### src/rtl/gpio_pkg.sv
package gpio_pkg;

    // Width of one bank word
    localparam int unsigned WORD_W = 32;

    // Register byte bases, before scaling by the bank count
    localparam int unsigned BASE_OSET  = 'h00;
    localparam int unsigned BASE_OCLR  = 'h04;
    localparam int unsigned BASE_OVAL  = 'h08;
    localparam int unsigned BASE_INP   = 'h0C;
    localparam int unsigned BASE_OE    = 'h10;
    localparam int unsigned BASE_PEND  = 'h14;
    localparam int unsigned BASE_ENA   = 'h18;
    localparam int unsigned BASE_IDENT = 'h1C;
    localparam int unsigned BASE_ALT   = 'h20;
    localparam int unsigned BASE_DRV   = 'h28;
    localparam int unsigned BASE_TRIG  = 'h2C;

    // Register selector produced by the address decoder
    typedef enum logic [3:0] {
        SEL_NONE, SEL_OSET, SEL_OCLR, SEL_OVAL, SEL_INP, SEL_OE,
        SEL_PEND, SEL_ENA, SEL_IDENT, SEL_ALT, SEL_DRV, SEL_TRIG
    } reg_sel_e;

    // Number of 32-bit banks needed for a pin count
    function automatic int unsigned bank_count(input int unsigned npins);
        return 1 + (npins - 1) / WORD_W;
    endfunction

endpackage

### src/rtl/gpio_in_sync.sv
// Two-flop synchroniser for the raw pin levels.
// Assumes: each pin is an independent level; no bus coherency across pins is needed.
module gpio_in_sync #(
    parameter int unsigned W = 8
) (
    input  logic         clk,
    input  logic         rst_n,
    input  logic [W-1:0] d,
    output logic [W-1:0] q
);
    logic [W-1:0] stage1_q;

    // Shift the pin levels through two flops
    always_ff @(posedge clk) begin
        if (!rst_n) begin
            stage1_q <= '0;
            q        <= '0;
        end else begin
            stage1_q <= d;
            q        <= stage1_q;
        end
    end
endmodule

### src/rtl/gpio_addr_decode.sv
// Turns a byte address into a register selector, a bank index and the select-word half.
// Assumes: a bank count of one or two (at most 64 pins), and word-aligned accesses.
module gpio_addr_decode
    import gpio_pkg::*;
#(
    parameter int unsigned S      = 2,
    parameter int unsigned ADDR_W = 8,
    localparam int unsigned BANK_W = (S > 1) ? $clog2(S) : 1
) (
    input  logic [ADDR_W-1:0] addr,
    output reg_sel_e          sel,
    output logic [BANK_W-1:0] bank,
    output logic              alt_hi
);
    // Word index, register region (word base) and offset within the region
    always_comb begin
        int unsigned wi;
        int unsigned region;
        int unsigned sub;
        int unsigned off;
        wi     = int'(addr) / 4;
        region = wi / S;
        sub    = wi % S;
        off    = 0;
        sel    = SEL_NONE;
        bank   = BANK_W'(sub);
        alt_hi = 1'b0;
        case (region)
            BASE_OSET  / 4: sel = SEL_OSET;
            BASE_OCLR  / 4: sel = SEL_OCLR;
            BASE_OVAL  / 4: sel = SEL_OVAL;
            BASE_INP   / 4: sel = SEL_INP;
            BASE_OE    / 4: sel = SEL_OE;
            BASE_PEND  / 4: sel = SEL_PEND;
            BASE_ENA   / 4: sel = SEL_ENA;
            BASE_IDENT / 4: sel = SEL_IDENT;
            BASE_ALT / 4, BASE_ALT / 4 + 1: begin
                off    = wi - (BASE_ALT / 4) * S;
                sel    = SEL_ALT;
                bank   = BANK_W'(off / 2);
                alt_hi = (off % 2) == 1;
            end
            BASE_DRV   / 4: sel = SEL_DRV;
            BASE_TRIG  / 4: sel = SEL_TRIG;
            default:        sel = SEL_NONE;
        endcase
    end
endmodule

### src/rtl/gpio_irq_bank.sv
// Interrupt detection for one 32-pin bank: both-edge or level-high per pin, sticky pending flags.
// Assumes: level is already synchronised; clr is a one-cycle write-one-to-clear mask.
module gpio_irq_bank
    import gpio_pkg::*;
(
    input  logic              clk,
    input  logic              rst_n,
    input  logic [WORD_W-1:0] level,
    input  logic [WORD_W-1:0] valid,
    input  logic [WORD_W-1:0] trig_lvl,
    input  logic [WORD_W-1:0] ena,
    input  logic [WORD_W-1:0] clr,
    output logic [WORD_W-1:0] pend,
    output logic [WORD_W-1:0] ident,
    output logic              any
);
    logic [WORD_W-1:0] prev_q;
    logic [WORD_W-1:0] evt;

    // Keep the previous synchronised level for edge comparison
    always_ff @(posedge clk) begin
        if (!rst_n) prev_q <= '0;
        else        prev_q <= level;
    end

    // An event is a high level in level mode, or any change in edge mode
    assign evt = valid & ((trig_lvl & level) | (~trig_lvl & (level ^ prev_q)));

    // Sticky pending flags; a new event beats a simultaneous clear
    always_ff @(posedge clk) begin
        if (!rst_n) pend <= '0;
        else        pend <= ((pend & ~clr) | evt) & valid;
    end

    assign ident = pend & ena;
    assign any   = |ident;

    AST_EVT_SETS: assert property (@(posedge clk) disable iff (!rst_n)
        1'b1 |=> ((pend & $past(evt)) == $past(evt)));

    AST_CLR_TAKES: assert property (@(posedge clk) disable iff (!rst_n)
        1'b1 |=> ((pend & $past(clr & ~evt)) == '0));

    AST_NO_SPURIOUS: assert property (@(posedge clk) disable iff (!rst_n)
        1'b1 |=> ((pend & ~$past(pend) & ~$past(evt)) == '0));
endmodule

### src/rtl/gpio_bank_ctrl.sv
// Banked GPIO controller: output set/clear/value, direction, input sampling,
// two-bit function select and edge/level interrupts behind a word register bus.
// Assumes: 1 <= NPINS <= 64, one bus write per cycle, combinational read data.
module gpio_bank_ctrl
    import gpio_pkg::*;
#(
    parameter int unsigned NPINS  = 40,
    parameter int unsigned ADDR_W = 8
) (
    input  logic                 clk,
    input  logic                 rst_n,
    input  logic [ADDR_W-1:0]    bus_addr,
    input  logic                 bus_wr,
    input  logic [WORD_W-1:0]    bus_wdata,
    output logic [WORD_W-1:0]    bus_rdata,
    input  logic [NPINS-1:0]     pin_in,
    output logic [NPINS-1:0]     pin_out,
    output logic [NPINS-1:0]     pin_oe,
    output logic [2*NPINS-1:0]   pin_func,
    output logic                 irq
);
    localparam int unsigned S      = bank_count(NPINS);
    localparam int unsigned PAD    = S * WORD_W;
    localparam int unsigned BANK_W = (S > 1) ? $clog2(S) : 1;

    // Valid-pin mask across all banks
    function automatic logic [PAD-1:0] valid_bits();
        logic [PAD-1:0] m;
        for (int i = 0; i < PAD; i++) m[i] = (i < NPINS);
        return m;
    endfunction
    localparam logic [PAD-1:0] VALID = valid_bits();

    typedef logic [S-1:0][WORD_W-1:0] bank_arr_t;

    bank_arr_t vmask;
    bank_arr_t out_q, oe_q, ena_q, alt_lo_q, alt_hi_q, drv_q, trig_q;
    bank_arr_t in_arr, pend_w, ident_w;
    bank_arr_t set_req, oclr_req, pclr_req;
    logic [S-1:0]       any_w;
    logic [NPINS-1:0]   pin_sync;
    reg_sel_e           sel;
    logic [BANK_W-1:0]  bank;
    logic               alt_hi;

    assign vmask = VALID;

    gpio_addr_decode #(.S(S), .ADDR_W(ADDR_W)) u_dec (
        .addr   (bus_addr),
        .sel    (sel),
        .bank   (bank),
        .alt_hi (alt_hi)
    );

    gpio_in_sync #(.W(NPINS)) u_sync (
        .clk   (clk),
        .rst_n (rst_n),
        .d     (pin_in),
        .q     (pin_sync)
    );

    assign in_arr = PAD'(pin_sync);

    // Per-write masks for output set, output clear and pending clear
    always_comb begin
        set_req  = '0;
        oclr_req = '0;
        pclr_req = '0;
        if (bus_wr) begin
            case (sel)
                SEL_OSET: set_req[bank]  = bus_wdata & vmask[bank];
                SEL_OCLR: oclr_req[bank] = bus_wdata & vmask[bank];
                SEL_PEND: pclr_req[bank] = bus_wdata & vmask[bank];
                default:  ;
            endcase
        end
    end

    // Control registers, updated by bus writes
    always_ff @(posedge clk) begin
        if (!rst_n) begin
            out_q    <= '0;
            oe_q     <= '0;
            ena_q    <= '0;
            alt_lo_q <= '0;
            alt_hi_q <= '0;
            drv_q    <= '0;
            trig_q   <= '0;
        end else begin
            out_q <= (out_q | set_req) & ~oclr_req;
            if (bus_wr) begin
                case (sel)
                    SEL_OVAL: out_q[bank] <= bus_wdata & vmask[bank];
                    SEL_OE:   oe_q[bank]  <= bus_wdata & vmask[bank];
                    SEL_ENA:  ena_q[bank] <= bus_wdata & vmask[bank];
                    SEL_DRV:  drv_q[bank] <= bus_wdata & vmask[bank];
                    SEL_TRIG: trig_q[bank] <= bus_wdata & vmask[bank];
                    SEL_ALT: begin
                        if (alt_hi) alt_hi_q[bank] <= bus_wdata & vmask[bank];
                        else        alt_lo_q[bank] <= bus_wdata & vmask[bank];
                    end
                    default: ;
                endcase
            end
        end
    end

    // One interrupt detector per bank
    for (genvar b = 0; b < S; b++) begin : g_bank
        gpio_irq_bank u_irq (
            .clk      (clk),
            .rst_n    (rst_n),
            .level    (in_arr[b]),
            .valid    (vmask[b]),
            .trig_lvl (trig_q[b]),
            .ena      (ena_q[b]),
            .clr      (pclr_req[b]),
            .pend     (pend_w[b]),
            .ident    (ident_w[b]),
            .any      (any_w[b])
        );
    end

    assign irq = |any_w;

    // Read-data multiplexer
    always_comb begin
        case (sel)
            SEL_OVAL:  bus_rdata = out_q[bank];
            SEL_INP:   bus_rdata = in_arr[bank];
            SEL_OE:    bus_rdata = oe_q[bank];
            SEL_PEND:  bus_rdata = pend_w[bank];
            SEL_ENA:   bus_rdata = ena_q[bank];
            SEL_IDENT: bus_rdata = ident_w[bank];
            SEL_ALT:   bus_rdata = alt_hi ? alt_hi_q[bank] : alt_lo_q[bank];
            SEL_DRV:   bus_rdata = drv_q[bank];
            SEL_TRIG:  bus_rdata = trig_q[bank];
            default:   bus_rdata = '0;
        endcase
    end

    assign pin_out = NPINS'(out_q);
    assign pin_oe  = NPINS'(oe_q);

    // Two-bit function index per pin from the interleaved select words
    for (genvar p = 0; p < NPINS; p++) begin : g_func
        assign pin_func[2*p+1:2*p] = {alt_hi_q[p/WORD_W][p%WORD_W],
                                      alt_lo_q[p/WORD_W][p%WORD_W]};
    end

    AST_OSET_STICKS: assert property (@(posedge clk) disable iff (!rst_n)
        1'b1 |=> ((out_q & $past(set_req)) == $past(set_req)));

    AST_OCLR_TAKES: assert property (@(posedge clk) disable iff (!rst_n)
        1'b1 |=> ((out_q & $past(oclr_req)) == '0));

    AST_IRQ_NEEDS_ENA: assert property (@(posedge clk) disable iff (!rst_n)
        (ena_q == '0) |-> !irq);

    AST_RESET_QUIET: assert property (@(posedge clk)
        !rst_n |=> (pin_out == '0 && pin_oe == '0 && pin_func == '0));
endmodule

### config.mk
export PLATFORM = sky130hd
export DESIGN_NAME = gpio_bank_ctrl
export DESIGN_NICKNAME = d
export VERILOG_FILES = /design/src/rtl/gpio_pkg.sv /design/src/rtl/gpio_in_sync.sv /design/src/rtl/gpio_addr_decode.sv /design/src/rtl/gpio_irq_bank.sv /design/src/rtl/gpio_bank_ctrl.sv
export SDC_FILE = /design/constraint.sdc
export NUM_CORES = 1
export LEC_CHECK = 0
export BUFFER_PORTS_ARGS = -buffer_cell sky130_fd_sc_hd__buf_2
export CORE_MARGIN = 1
export CORE_UTILIZATION = 59
export DETAILED_ROUTE_END_ITERATION = 10
export PLACE_DENSITY = 0.8
export SLEW_MARGIN = 20
export SYNTH_ARGS = -nofsm -noshare
export SYNTH_HDL_FRONTEND = slang
export SYNTH_SLANG_ARGS = --single-unit
### constraint.sdc
create_clock -name clk -period 4.26 [get_ports clk]
set_input_delay 0.426 -clock clk [delete_from_list [all_inputs] [get_ports clk]]
set_output_delay 0.426 -clock clk [all_outputs]
set_load 0.005 [all_outputs]
==> results.yml <==
outcome:
  status: "finished, final reports clean"
sta:
  rsz0062_at_grt: "no"
  timing.final.setup_violations: 0
  slew_headroom: 0.2432
  fin_skew_ns: 0.01897
  fin_hold_viols: 0
  period_share: 0.9733
  maxSlewViolCount: 0
  fmax_ghz: 0.2412
  tns_ns: 0
  fin_worst_hold_slack_ns: 0.02060
  min_tclk_post_route_ns: 4.146
  worst-slew-pin-transition_ns: 1.135
run:
  cap_viol_max_count: 0
cells_and_area:
  final.fill_count: 3518
  layoutNonFillerInstCount: 3642
  growth_of_design_area_from_synthesis_to_finish_pct: 11.26
  final_area_sq_mm: 0.02986
  finalNetCount: 3084
  final_layout_size_suffix_gt1_frac: 0.1582
  layout.core_utilization: 0.6709
clock_network:
  clk_pin_slew_worst_paths_ns: 0.06
  tritoncts: "built"
  ctsRootBufferMaster: "clkbuf_16"
  htreeDepth: 2
  cts.repair_timing.setup_buffer_count: 0
  clock_tree.buffer_depth: 3
  cts.repair.resized: 0
  hold_buffers: 33
  clock-sinks: 608
  insertion_delay_to_the_later_sink_of_the_worst_skew_pair_ns: 0.64
  total_clock_buffers_created_by_cts: 59
setup_path:
  cp.arrival_ns: 3.72
  criticalPathCategory: "in -> out"
  highest_net_fanout_along_the_worst_path: 26
  worst_ep_required_time_ns: 3.83
  r2r_end: "g_bank[0].u_irq.pend[9]$_SDFF_PN0_"
  cp-end-kind: "output pin"
  startpoint_of_the_lowest_slack_register_to_register_path: "trig_q[9]$_SDFFE_PN0P_"
  setup.worst_path.end: "bus_rdata[20]"
  timing.reg2reg.setup_slack_ns: 3.31
  setup.worst_path.start: "bus_addr[5]"
  setup.worst_path.start_class: "primary input"
  count_of_cells_along_the_worst_register_to_register_path: 4
route:
  postRouteWirelength_mm: 81.22
  route.vias.total: 22180
  route.detailed.drc: 0
  ant_nets: 0
  firstDrtPassIters: 5
  route.detailed.vias_per_inst: 6.091
  drt-wirelength-per-cell_microns: 22.30
  drt-initial-drc-count: 2679
logic_synthesis:
  yosys.cell_types.count: 54
  synth_xor_xnor_area_share: 0.01338
  synth_adder_area_share: 0.001399
  mappedNetlistArea_sq_mm: 0.02684
  yosys.area_share.simple: 0.2153
  fraction_of_the_yosys_area_taken_by_sequential_cells: 0.4535
  synthMuxAreaShare: 0.08117
  ys_seq_elements: 608
  synth.net_count: 3071
  combinational_family_with_the_most_area_after_synthesis: "simple AND/OR/NAND/NOR gates"
  synthCells: 2985
  synth_area_per_cell_sq_um: 8.991
  number_of_synthesized_flops_with_an_enable_pin: 0
  yosys_most_used_dff: "dfxtp_1"
  synth-async-reset-ratio: 0
  synth_compound_area_frac: 0.1506
  synth.yosys.warnings: 0
place:
  gp_congestion: 0.9455
  placedInstanceArea_sq_mm: 0.02736
  io_buffers: 273
  post-dp-hpwl_mm: 52.95
  placed_cells_incl_taps: 3496
global_routing:
  grt_start_max_net_pins: 226
  grt.overflow.total: 0
  grt_pass1_wl_mm: 124.0
  global_route.usage.total: 0.3411
  grt_pass1_vias: 21410
  antenna_found_initial: 4
worst_hold_path:
  timing.hold.worst_path_depth: 2
  timing.hold.worst.class: "in -> reg"
floorplan:
  initial_utilization: 0.6029
  core_area_sq_mm: 0.04451
  floorplan.die.width_microns: 215.3
  die_h_microns: 215.3
  num_rows: 77
  design.portCount: 276
  die-area_sq_mm: 0.04634
power:
  peakVddDrop_mv: 0.3881
  static-leakage-power_nw: 12.48
  power.density_mw_per_mm2: 413.3
## synth_stat cells, types with 30 or more instances
| cell | instances | area (sq um) |
|---|---|---|
| dfxtp_1 | 608 | 12170 |
| nand2_1 | 390 | 1464 |
| and2_1 | 226 | 1414 |
| nor2b_1 | 205 | 1282 |
| clkbuf_1 | 190 | 713.2 |
| mux2i_1 | 188 | 1882 |
| a21oi_1 | 170 | 850.8 |
| buf_4 | 168 | 1261 |
| a21boi_0 | 109 | 818.3 |
| and3_1 | 97 | 606.8 |
| o22ai_1 | 77 | 481.7 |
| o21ai_0 | 58 | 290.3 |
| nand3_1 | 50 | 250.2 |
| buf_2 | 49 | 245.2 |
| nand2b_1 | 42 | 262.8 |
| xnor2_1 | 40 | 350.3 |
| a221oi_1 | 32 | 280.3 |
| or3_1 | 32 | 200.2 |
| a41oi_1 | 30 | 262.8 |
## per-layer routing
layer | vias to the layer above | global-route usage | wire length (microns)
li1 | 10120 | - | -
met4 | 2 | 0.1967 | 4869
met2 | 1165 | 0.5556 | 37400
met3 | 238 | 0.06086 | 7212
met5 | - | 0 | 11
met1 | 10660 | 0.4243 | 31720
## power breakdown
| part | switching (mW) | total (mW) | internal (mW) |
|---|---|---|---|
| combinational | 0.461 | 0.732 | 0.271 |
| clock | 2.28 | 5.77 | 3.50 |
| sequential | 0.0695 | 5.83 | 5.76 |
## logic make-up after synthesis
group / count (synthesis)
AOI/OAI and AO/OA: 615
xor gates and xnor gates: 41
adders and majority gates: 3
buffers and inverters: 419
DFF: 608
muxes: 214
and+or+nand+nor: 1085
## registers in the layout, summed over array words and instances (netlist names)
name and flops:
pin_oe 40, u_sync.stage1_q 40, alt_hi_q 24, oe_q 24, u_sync.q 40, pin_out 40, out_q 24, pin_func 80
ena_q 64, trig_q 64, alt_lo_q 24, g_bank.u_irq.pend 40, drv_q 64, g_bank.u_irq.prev_q 40
## layout make-up
cell class                      instances  area, sq um  area share
Antenna cell                            3        7.507   0.0002514
Clock buffer                           79         1683     0.05636
Clock inverter                         31        479.2     0.01605
Inverter                                5        18.77   0.0006285
Multi-Input combinational cell       1958        12450      0.4170
Sequential cell                       608        12170      0.4076
Tap cell                              592        740.7     0.02481
Timing Repair Buffer                  366         2307     0.07727
## worst max-delay path: stages
cell and delay (ns):
buf_2 0.18, xor2_1 0.18, or3_1 0.37, ha_1 0.36
nor4bb_1 0.41, o311a_1 0.32, and2_1 0.20, buf_12 0.22
a221oi_1 0.12, a21o_1 0.19, a41oi_1 0.50, buf_2 0.23
## cells in the final DEF (no fill, tap or decap), types with 77 or more instances in the layout
master    Yosys  final
dfxtp_1     608    608
nor2b_1     205    203
a21boi_0    109    109
o22ai_1      77     77
mux2i_1     188    187
and3_1       97     97
a21oi_1     170    169
buf_2        49    272
and2_1      226    226
nand2_1     390    390
## how the worst min path moves through the flow
stage / to / startpoint / slack [ns]
4_1_cts: u_sync.stage1_q[12]$_SDFF_PN0_ / pin_in[12] / 0.001
3_5_place_dp: u_sync.q[4]$_SDFF_PN0_ / u_sync.stage1_q[4]$_SDFF_PN0_ / 0.42
5_1_grt: u_sync.stage1_q[12]$_SDFF_PN0_ / pin_in[12] / 0.01
2_1_floorplan: u_sync.q[0]$_SDFF_PN0_ / u_sync.stage1_q[0]$_SDFF_PN0_ / 0.41
3_3_place_gp: u_sync.q[2]$_SDFF_PN0_ / u_sync.stage1_q[2]$_SDFF_PN0_ / 0.41
6_report: u_sync.stage1_q[21]$_SDFF_PN0_ / pin_in[21] / 0.02
## through the flow
step / worst slack (ns) / total power, mW
global placement: 0.3569 / 6.627
floorplan: 0.5638 / 6.386
detailed placement: 0.2641 / 6.643
finish: 0.1138 / 12.34
CTS: 0.2489 / 12.36
global route: 0.03534 / 12.67
No activity file was read; power rests on OpenSTA's default activity.
